`config.mk`:
```
export PLATFORM = sky130hd
export DESIGN_NAME = boot_seq_top
export DESIGN_NICKNAME = d
export VERILOG_FILES = /design/src/rtl/boot_pkg.sv /design/src/rtl/rst_sync.sv /design/src/rtl/host_watch.sv /design/src/rtl/boot_dma.sv /design/src/rtl/boot_seq_top.sv
export SDC_FILE = /design/constraint.sdc
export NUM_CORES = 1
export LEC_CHECK = 0
export BUFFER_PORTS_ARGS = -buffer_cell sky130_fd_sc_hd__buf_2
export CAP_MARGIN = 25
export CORE_MARGIN = 2
export CORE_UTILIZATION = 53
export CTS_CLUSTER_SIZE = 24
export DETAILED_ROUTE_END_ITERATION = 10
export PLACE_DENSITY = 0.92
export SYNTH_ARGS = -nofsm -noshare
export SYNTH_HDL_FRONTEND = slang
export SYNTH_HIERARCHICAL = 1
export SYNTH_SLANG_ARGS = --single-unit
```
`constraint.sdc`:
```
create_clock -name clk_in -period 3.1 [get_ports clk_in]
set_input_delay 0.465 -clock clk_in [delete_from_list [all_inputs] [get_ports clk_in]]
set_output_delay 0.465 -clock clk_in [all_outputs]
set_load 0.02 [all_outputs]
```
`src/rtl/boot_pkg.sv`:
```
package boot_pkg;

    typedef enum logic [1:0] {
        BOOT_NONE = 2'd0,
        BOOT_BYTE = 2'd1,
        BOOT_HOST = 2'd2
    } boot_kind_t;

    typedef struct packed {
        boot_kind_t kind;
        logic       full_mem;
        logic       ack_pd;
    } boot_cfg_t;

    // straps: bit3 = D, bit2 = C, bit1 = B, bit0 = A
    function automatic boot_cfg_t decode_straps(input logic [3:0] s);
        boot_cfg_t c;
        c.kind     = BOOT_NONE;
        c.full_mem = 1'b1;
        c.ack_pd   = 1'b0;
        unique case (s[2:0])
            3'b000: c.kind = BOOT_BYTE;
            3'b010: c.kind = BOOT_NONE;
            3'b100: begin
                c.kind     = BOOT_BYTE;
                c.full_mem = 1'b0;
                c.ack_pd   = ~s[3];
            end
            3'b101: begin
                c.kind     = BOOT_HOST;
                c.full_mem = 1'b0;
                c.ack_pd   = ~s[3];
            end
            default: c.kind = BOOT_NONE;
        endcase
        return c;
    endfunction

endpackage

```
`src/rtl/rst_sync.sv`:
```
module rst_sync #(
    parameter int STAGES = 2
) (
    input  logic clk,
    input  logic arst_n,
    output logic rst_o
);
    logic [STAGES-1:0] shift_q;

    always_ff @(posedge clk or negedge arst_n) begin
        if (!arst_n) shift_q <= '0;
        else         shift_q <= {shift_q[STAGES-2:0], 1'b1};
    end

    assign rst_o = ~shift_q[STAGES-1];
endmodule

```
`src/rtl/host_watch.sv`:
```
module host_watch #(
    parameter int PM_AW = 14
) (
    input  logic             clk,
    input  logic             clr,
    input  logic             arm,
    input  logic             we,
    input  logic [PM_AW-1:0] addr,
    output logic             seen
);
    logic seen_q;

    always_ff @(posedge clk) begin
        if (clr)                             seen_q <= 1'b0;
        else if (arm && we && addr == '0)    seen_q <= 1'b1;
    end

    assign seen = seen_q;
endmodule

```
`src/rtl/boot_dma.sv`:
```
module boot_dma #(
    parameter int WORDS   = 32,
    parameter int BYTE_AW = 16,
    parameter int PM_AW   = 14,
    parameter int WORD_W  = 24
) (
    input  logic               clk,
    input  logic               clr,
    input  logic               start,
    output logic               bm_req,
    output logic [BYTE_AW-1:0] bm_addr,
    input  logic [7:0]         bm_data,
    input  logic               bm_valid,
    output logic               pm_we,
    output logic [PM_AW-1:0]   pm_addr,
    output logic [WORD_W-1:0]  pm_wdata,
    output logic               done
);
    localparam int BPW  = WORD_W / 8;
    localparam int WI_W = (WORDS > 1) ? $clog2(WORDS) : 1;
    localparam int BI_W = (BPW > 1) ? $clog2(BPW) : 1;

    typedef enum logic [1:0] {D_IDLE, D_FETCH, D_STORE, D_DONE} dstate_t;

    dstate_t            st_q, st_d;
    logic [WI_W-1:0]    word_q;
    logic [BI_W-1:0]    bidx_q;
    logic [BYTE_AW-1:0] baddr_q;
    logic [WORD_W-1:0]  asm_q;

    wire take     = (st_q == D_FETCH) && bm_valid;
    wire last_b   = (bidx_q == BI_W'(BPW - 1));
    wire last_w   = (word_q == WI_W'(WORDS - 1));

    always_comb begin
        st_d = st_q;
        unique case (st_q)
            D_IDLE:  if (start) st_d = D_FETCH;
            D_FETCH: if (take && last_b) st_d = D_STORE;
            D_STORE: st_d = last_w ? D_DONE : D_FETCH;
            D_DONE:  st_d = D_DONE;
        endcase
    end

    always_ff @(posedge clk) begin
        if (clr) st_q <= D_IDLE;
        else     st_q <= st_d;
    end

    always_ff @(posedge clk) begin
        if (clr || st_q == D_IDLE) begin
            word_q  <= '0;
            bidx_q  <= '0;
            baddr_q <= '0;
        end else begin
            if (take) begin
                asm_q   <= {asm_q[WORD_W-9:0], bm_data};
                baddr_q <= baddr_q + 1'b1;
                bidx_q  <= last_b ? '0 : bidx_q + 1'b1;
            end
            if (st_q == D_STORE && !last_w) word_q <= word_q + 1'b1;
        end
    end

    always_comb begin
        bm_req   = (st_q == D_FETCH);
        bm_addr  = baddr_q;
        pm_we    = (st_q == D_STORE);
        pm_addr  = PM_AW'(word_q);
        pm_wdata = asm_q;
        done     = (st_q == D_DONE);
    end


    addr_hold_chk: assert property (@(posedge clk) disable iff (clr)
        (bm_req && !bm_valid) |=> $stable(bm_addr));


    byte_addr_chk: assert property (@(posedge clk) disable iff (clr)
        pm_we |-> (int'(bm_addr) == (int'(pm_addr) + 1) * BPW));
endmodule

```
`src/rtl/boot_seq_top.sv`:
```
module boot_seq_top
    import boot_pkg::*;
#(
    parameter int LOCK_CYCLES = 2000,
    parameter int WARM_CYCLES = 4,
    parameter int SYNC_STAGES = 2,
    parameter int BOOT_WORDS  = 32,
    parameter int BYTE_AW     = 16,
    parameter int PM_AW       = 14,
    parameter int WORD_W      = 24
) (
    input  logic               clk_in,
    input  logic               por_n,
    input  logic               ext_rst_n,
    input  logic [3:0]         mode_straps,
    input  logic               bus_req,
    output logic               bm_req,
    output logic [BYTE_AW-1:0] bm_addr,
    input  logic [7:0]         bm_data,
    input  logic               bm_valid,
    output logic               pm_we,
    output logic [PM_AW-1:0]   pm_addr,
    output logic [WORD_W-1:0]  pm_wdata,
    input  logic               host_we,
    input  logic [PM_AW-1:0]   host_addr,
    output logic               core_rst,
    output logic               core_run,
    output logic               boot_done,
    output logic [PM_AW-1:0]   start_addr,
    output logic               start_ext,
    output logic               mem_full,
    output logic               ack_pd_en
);
    localparam int CNT_W = $clog2(LOCK_CYCLES + 1);

    typedef enum logic [2:0] {
        ST_HOLD, ST_STRETCH, ST_BUSWAIT, ST_DMA, ST_HOST, ST_RUN
    } seq_t;

    seq_t             state_q, state_d;
    logic             rst_s;
    logic             locked_q;
    logic [CNT_W-1:0] cnt_q;
    logic [CNT_W-1:0] limit;
    boot_cfg_t        cfg_q;
    logic             dma_start, dma_done, host_seen;

    rst_sync #(.STAGES(SYNC_STAGES)) u_sync (
        .clk(clk_in), .arst_n(ext_rst_n), .rst_o(rst_s)
    );

    assign limit = locked_q ? CNT_W'(WARM_CYCLES) : CNT_W'(LOCK_CYCLES);
    wire stretch_end = (state_q == ST_STRETCH) && (cnt_q == limit - CNT_W'(1));

    // next state
    always_comb begin
        state_d = state_q;
        unique case (state_q)
            ST_HOLD:    state_d = ST_STRETCH;
            ST_STRETCH: if (stretch_end) state_d = ST_BUSWAIT;
            ST_BUSWAIT: if (!bus_req) begin
                unique case (cfg_q.kind)
                    BOOT_BYTE: state_d = ST_DMA;
                    BOOT_HOST: state_d = ST_HOST;
                    default:   state_d = ST_RUN;
                endcase
            end
            ST_DMA:     if (dma_done) state_d = ST_RUN;
            ST_HOST:    if (host_seen) state_d = ST_RUN;
            ST_RUN:     state_d = ST_RUN;
            default:    state_d = ST_HOLD;
        endcase
    end

    // state register
    always_ff @(posedge clk_in) begin
        if (rst_s) state_q <= ST_HOLD;
        else       state_q <= state_d;
    end

    always_ff @(posedge clk_in) begin
        if (state_q != ST_STRETCH || rst_s) cnt_q <= '0;
        else                                cnt_q <= cnt_q + 1'b1;
    end

    always_ff @(posedge clk_in or negedge por_n) begin
        if (!por_n)                     locked_q <= 1'b0;
        else if (stretch_end && !rst_s) locked_q <= 1'b1;
    end

    // strap capture only while in reset
    always_ff @(posedge clk_in) begin
        if (rst_s || state_q == ST_HOLD || state_q == ST_STRETCH)
            cfg_q <= decode_straps(mode_straps);
    end

    assign dma_start = (state_q == ST_BUSWAIT) && !bus_req && (cfg_q.kind == BOOT_BYTE);

    boot_dma #(
        .WORDS(BOOT_WORDS), .BYTE_AW(BYTE_AW), .PM_AW(PM_AW), .WORD_W(WORD_W)
    ) u_dma (
        .clk(clk_in), .clr(rst_s), .start(dma_start),
        .bm_req(bm_req), .bm_addr(bm_addr), .bm_data(bm_data), .bm_valid(bm_valid),
        .pm_we(pm_we), .pm_addr(pm_addr), .pm_wdata(pm_wdata), .done(dma_done)
    );

    host_watch #(.PM_AW(PM_AW)) u_host (
        .clk(clk_in), .clr(rst_s), .arm(state_q == ST_HOST),
        .we(host_we), .addr(host_addr), .seen(host_seen)
    );

    // outputs
    always_comb begin
        core_rst   = (state_q == ST_HOLD) || (state_q == ST_STRETCH);
        core_run   = (state_q == ST_RUN);
        boot_done  = (state_q == ST_RUN);
        start_addr = '0;
        start_ext  = (cfg_q.kind == BOOT_NONE);
        mem_full   = cfg_q.full_mem;
        ack_pd_en  = cfg_q.ack_pd;
    end


    bus_defer_chk: assert property (@(posedge clk_in) disable iff (rst_s)
        (state_q == ST_BUSWAIT && bus_req) |=> !bm_req);


    straps_frozen_chk: assert property (@(posedge clk_in) disable iff (rst_s)
        (!core_rst && !$past(core_rst)) |-> $stable(cfg_q));


    host_release_chk: assert property (@(posedge clk_in) disable iff (rst_s)
        ($past(state_q) == ST_HOST && state_q == ST_RUN) |-> $past(host_seen));


    dma_release_chk: assert property (@(posedge clk_in) disable iff (rst_s)
        ($past(state_q) == ST_DMA && state_q == ST_RUN) |-> $past(dma_done));
endmodule

```
==> out/qor.yml <==
muxShareOfSynthArea_pct: 0.6462
grtUsageMet3_pct: 5.393
drive_gt1_share_pct: 30.26
synth_ff_type: "dfxtp_1"
endpoint: "u_dma/word_q[2]$_SDFFE_PP0P_"
cts_inserted_buffers: 9
grt_usage_pct: 18.26
hold_class: "in -> reg"
synth-simple-area-share_pct: 22.29
grt-busiest-layer: "met2"
finalSetupTns_ps: 0
total_power_mw: 2.063
worstMarginPinSlew_ps: 703.7
worstReg2RegStart: "u_dma/word_q[0]$_SDFFE_PP0P_"
layout.nets: 411
layout_commonest_cell: "buf_2"
cts.sinks: 71
diodes: 0
fin_cells: 452
avgSynthCellArea_um2: 10.72
die_x_um: 80.46
insertion_delay_ps: 340
syn_to_final_growth_pct: 19.35
route.antenna.remaining_nets: 0
fin_crit_sh_pct: 67.26
grt_pass1_wl_mm: 9.170
fp.dieArea_um2: 6473
crit_type: "reg -> reg"
crit_start: "u_dma/word_q[0]$_SDFFE_PP0P_"
hold-worst-slack_ps: 295.3
synth-compound-area-share_pct: 6.826
grt_max_degree: 25
yosys.area_share.xor_xnor_pct: 4.806
setup_violations: 0
grt_use_met2_pct: 32.67
power_leakage_nw: 1.468
reg2reg_to: "u_dma/word_q[2]$_SDFFE_PP0P_"
slew_headroom_pct: 52.99
ys_seq_area_share_pct: 55.41
synth_fa_ha_area_share_pct: 1.616
cts_buffer_depth: 2
fillerInstances: 439
status: "finished, final reports clean"
synthCells: 289
reg2reg_slack_ps: 1020
yosysWarnings: 6
power_density_nw_per_um2: 557.9
cp.required_ps: 3310
cp-start-kind: "flop"
fin_skew_ps: 12.75
grt-ovfl-total: 0
drt-initial-drc-count: 113
cp_max_fo: 5
vias_per_cell: 5.108
drt-total-wl_mm: 5.745
die_h_um: 80.46
dp_hpwl_mm: 4.302
cts_tree: "yes"
reg2reg_depth: 7
first_global_vias: 2151
final_cell_mix: "buf_2, dfxtp_1, nor2_1, edfxtp_1, conb_1"
maxCapViolCount: 0
synth_top_family_by_area: "simple AND/OR/NAND/NOR gates"
avgRoutedWirePerCell_um: 12.71
layout_min_cycle_time_ps: 2085
finalWeightedCongestion: 0.8345
rows: 27
dp_cells: 434
ys_async_sr_fraction_pct: 4.225
fmax_mhz: 479.6
irDropWorstVdd_uv: 462.7
rsz0062_at_grt: "no"
core_area_um2: 5574
remaining_drc_errors: 0
antenna_found_initial: 0
root_buffer: "clkbuf_8"
end_kind: "flop"
cp.arrival_ps: 2300
syn_area_um2: 3098
initial_utilization_pct: 55.58
ios: 108
groute.layer.met1.usage_pct: 20.17
htreeDepth: 3
synth.distinct_cells: 47
synth_seq_cells: 71
portBuffers: 84
clk_pin_slew_worst_paths_ps: 90
first_pass_iters: 4
final-max-slew-violation-count: 0
synth-edff-count: 28
vias: 2309
finalHoldViolCount: 0
==> metrics by stage <==
step	instance area (um^2)	worst slack, ps	utilization (%)
3_3_place_gp	3475	1149	62.33
6_report	3697	1015	66.33
2_1_floorplan	3177	1095	-
5_1_grt	3697	801.2	66.33
4_1_cts	3697	1005	66.33
3_5_place_dp	3475	998.9	62.33
==> how the worst min path moves through the flow <==
stage / slack, ps / from / cells past startpoint / to
2_1_floorplan: 170 / por_n / 0 / locked_q$_DFFE_PN0P_
3_3_place_gp: 240 / por_n / 1 / locked_q$_DFFE_PN0P_
3_5_place_dp: 240 / por_n / 1 / locked_q$_DFFE_PN0P_
4_1_cts: 280 / bm_data[7] / 1 / u_dma/pm_wdata[7]$_DFFE_PP_
5_1_grt: 280 / bm_data[6] / 1 / u_dma/pm_wdata[6]$_DFFE_PP_
6_report: 300 / bm_data[7] / 1 / u_dma/pm_wdata[7]$_DFFE_PP_
==> worst max-delay path: stages (launching register included) <==
cell and delay, ps:
dfxtp_1 340, ha_1 220, and3_1 190, ha_1 180, nor3b_1 590, nand2_1 180, xor2_1 210, nor2_1 50
==> kinds of logic (layout without fill, tap and decap cells) <==
kind of cell,Yosys count,in the layout
AOI/OAI and AO/OA,36,36
xor gates and xnor gates,17,17
other,3,24
buffers and inverters,40,110
and+or+nand+nor,116,116
muxes,2,2
adders and majority gates,4,4
DFF,71,71
==> sequential cells by signal (all words and copies together), names as in the netlist <==
name            flops
ack_pd_en           1
cfg_q               2
cnt_q              11
locked_q            1
mem_full            1
state_q             3
u_dma/bidx_q        2
u_dma/bm_addr      16
u_dma/pm_wdata     24
u_dma/st_q          2
u_dma/word_q        5
u_host/seen         1
u_sync/shift_q      2
==> what timing repair did <==
action                                 4_1_cts  5_1_grt
buffers inserted                             0        0
endpoints found under the hold margin        3        0
hold buffers                                 2        0
resized for setup                            0        0
==> layer usage <==
| metal | vias up | wire, um |
|---|---|---|
| li1 | 1137 | - |
| met1 | 1079 | 2335 |
| met2 | 86 | 2959 |
| met3 | 7 | 374 |
| met4 | 0 | 76 |
| met5 | - | 0 |
==> synth_stat cells, types with 2 or more instances <==
| cell type | count | share of area [%] |
|---|---|---|
| a21oi_1 | 15 | 2.4 |
| and2_1 | 2 | 0.40 |
| and4_1 | 2 | 0.57 |
| and4bb_2 | 2 | 0.81 |
| buf_4 | 26 | 6.3 |
| clkbuf_1 | 6 | 0.73 |
| conb_1 | 3 | 0.36 |
| dfrtp_1 | 3 | 2.4 |
| dfxtp_1 | 40 | 26 |
| edfxtp_1 | 28 | 27 |
| ha_1 | 4 | 1.6 |
| inv_1 | 7 | 0.85 |
| mux2i_1 | 2 | 0.65 |
| nand2_1 | 15 | 1.8 |
| nand2b_1 | 3 | 0.61 |
| nand3_1 | 8 | 1.3 |
| nand3b_1 | 2 | 0.48 |
| nand4_1 | 6 | 1.2 |
| nand4b_1 | 2 | 0.57 |
| nor2_1 | 34 | 4.1 |
| nor2b_1 | 5 | 1.0 |
| nor3_1 | 8 | 1.3 |
| nor3b_1 | 3 | 0.73 |
| nor4_2 | 3 | 1.2 |
| o21ai_0 | 12 | 1.9 |
| or2_2 | 2 | 0.40 |
| or3_1 | 10 | 2.0 |
| or4_1 | 2 | 0.48 |
| xnor2_1 | 11 | 3.1 |
| xor2_1 | 6 | 1.7 |
==> power by group <==
part | internal [mW] | switching [mW] | leakage [nW]
clock network | 0.380 | 0.358 | 0.0929
logic | 0.0976 | 0.166 | 0.756
registers | 1.01 | 0.0500 | 0.619
total | 1.49 | 0.574 | 1.47
==> area by class of cell <==
class / instances / area, um^2 / area share (%)
Sequential cell: 71 / 1717 / 46.43
Multi-Input combinational cell: 199 / 1214 / 32.83
Timing Repair Buffer: 87 / 447.9 / 12.12
Clock buffer: 9 / 123.9 / 3.350
Tap cell: 72 / 90.09 / 2.437
Clock inverter: 7 / 78.83 / 2.132
Inverter: 7 / 26.28 / 0.7107
Note: power is estimated with default switching activity, not from simulation.
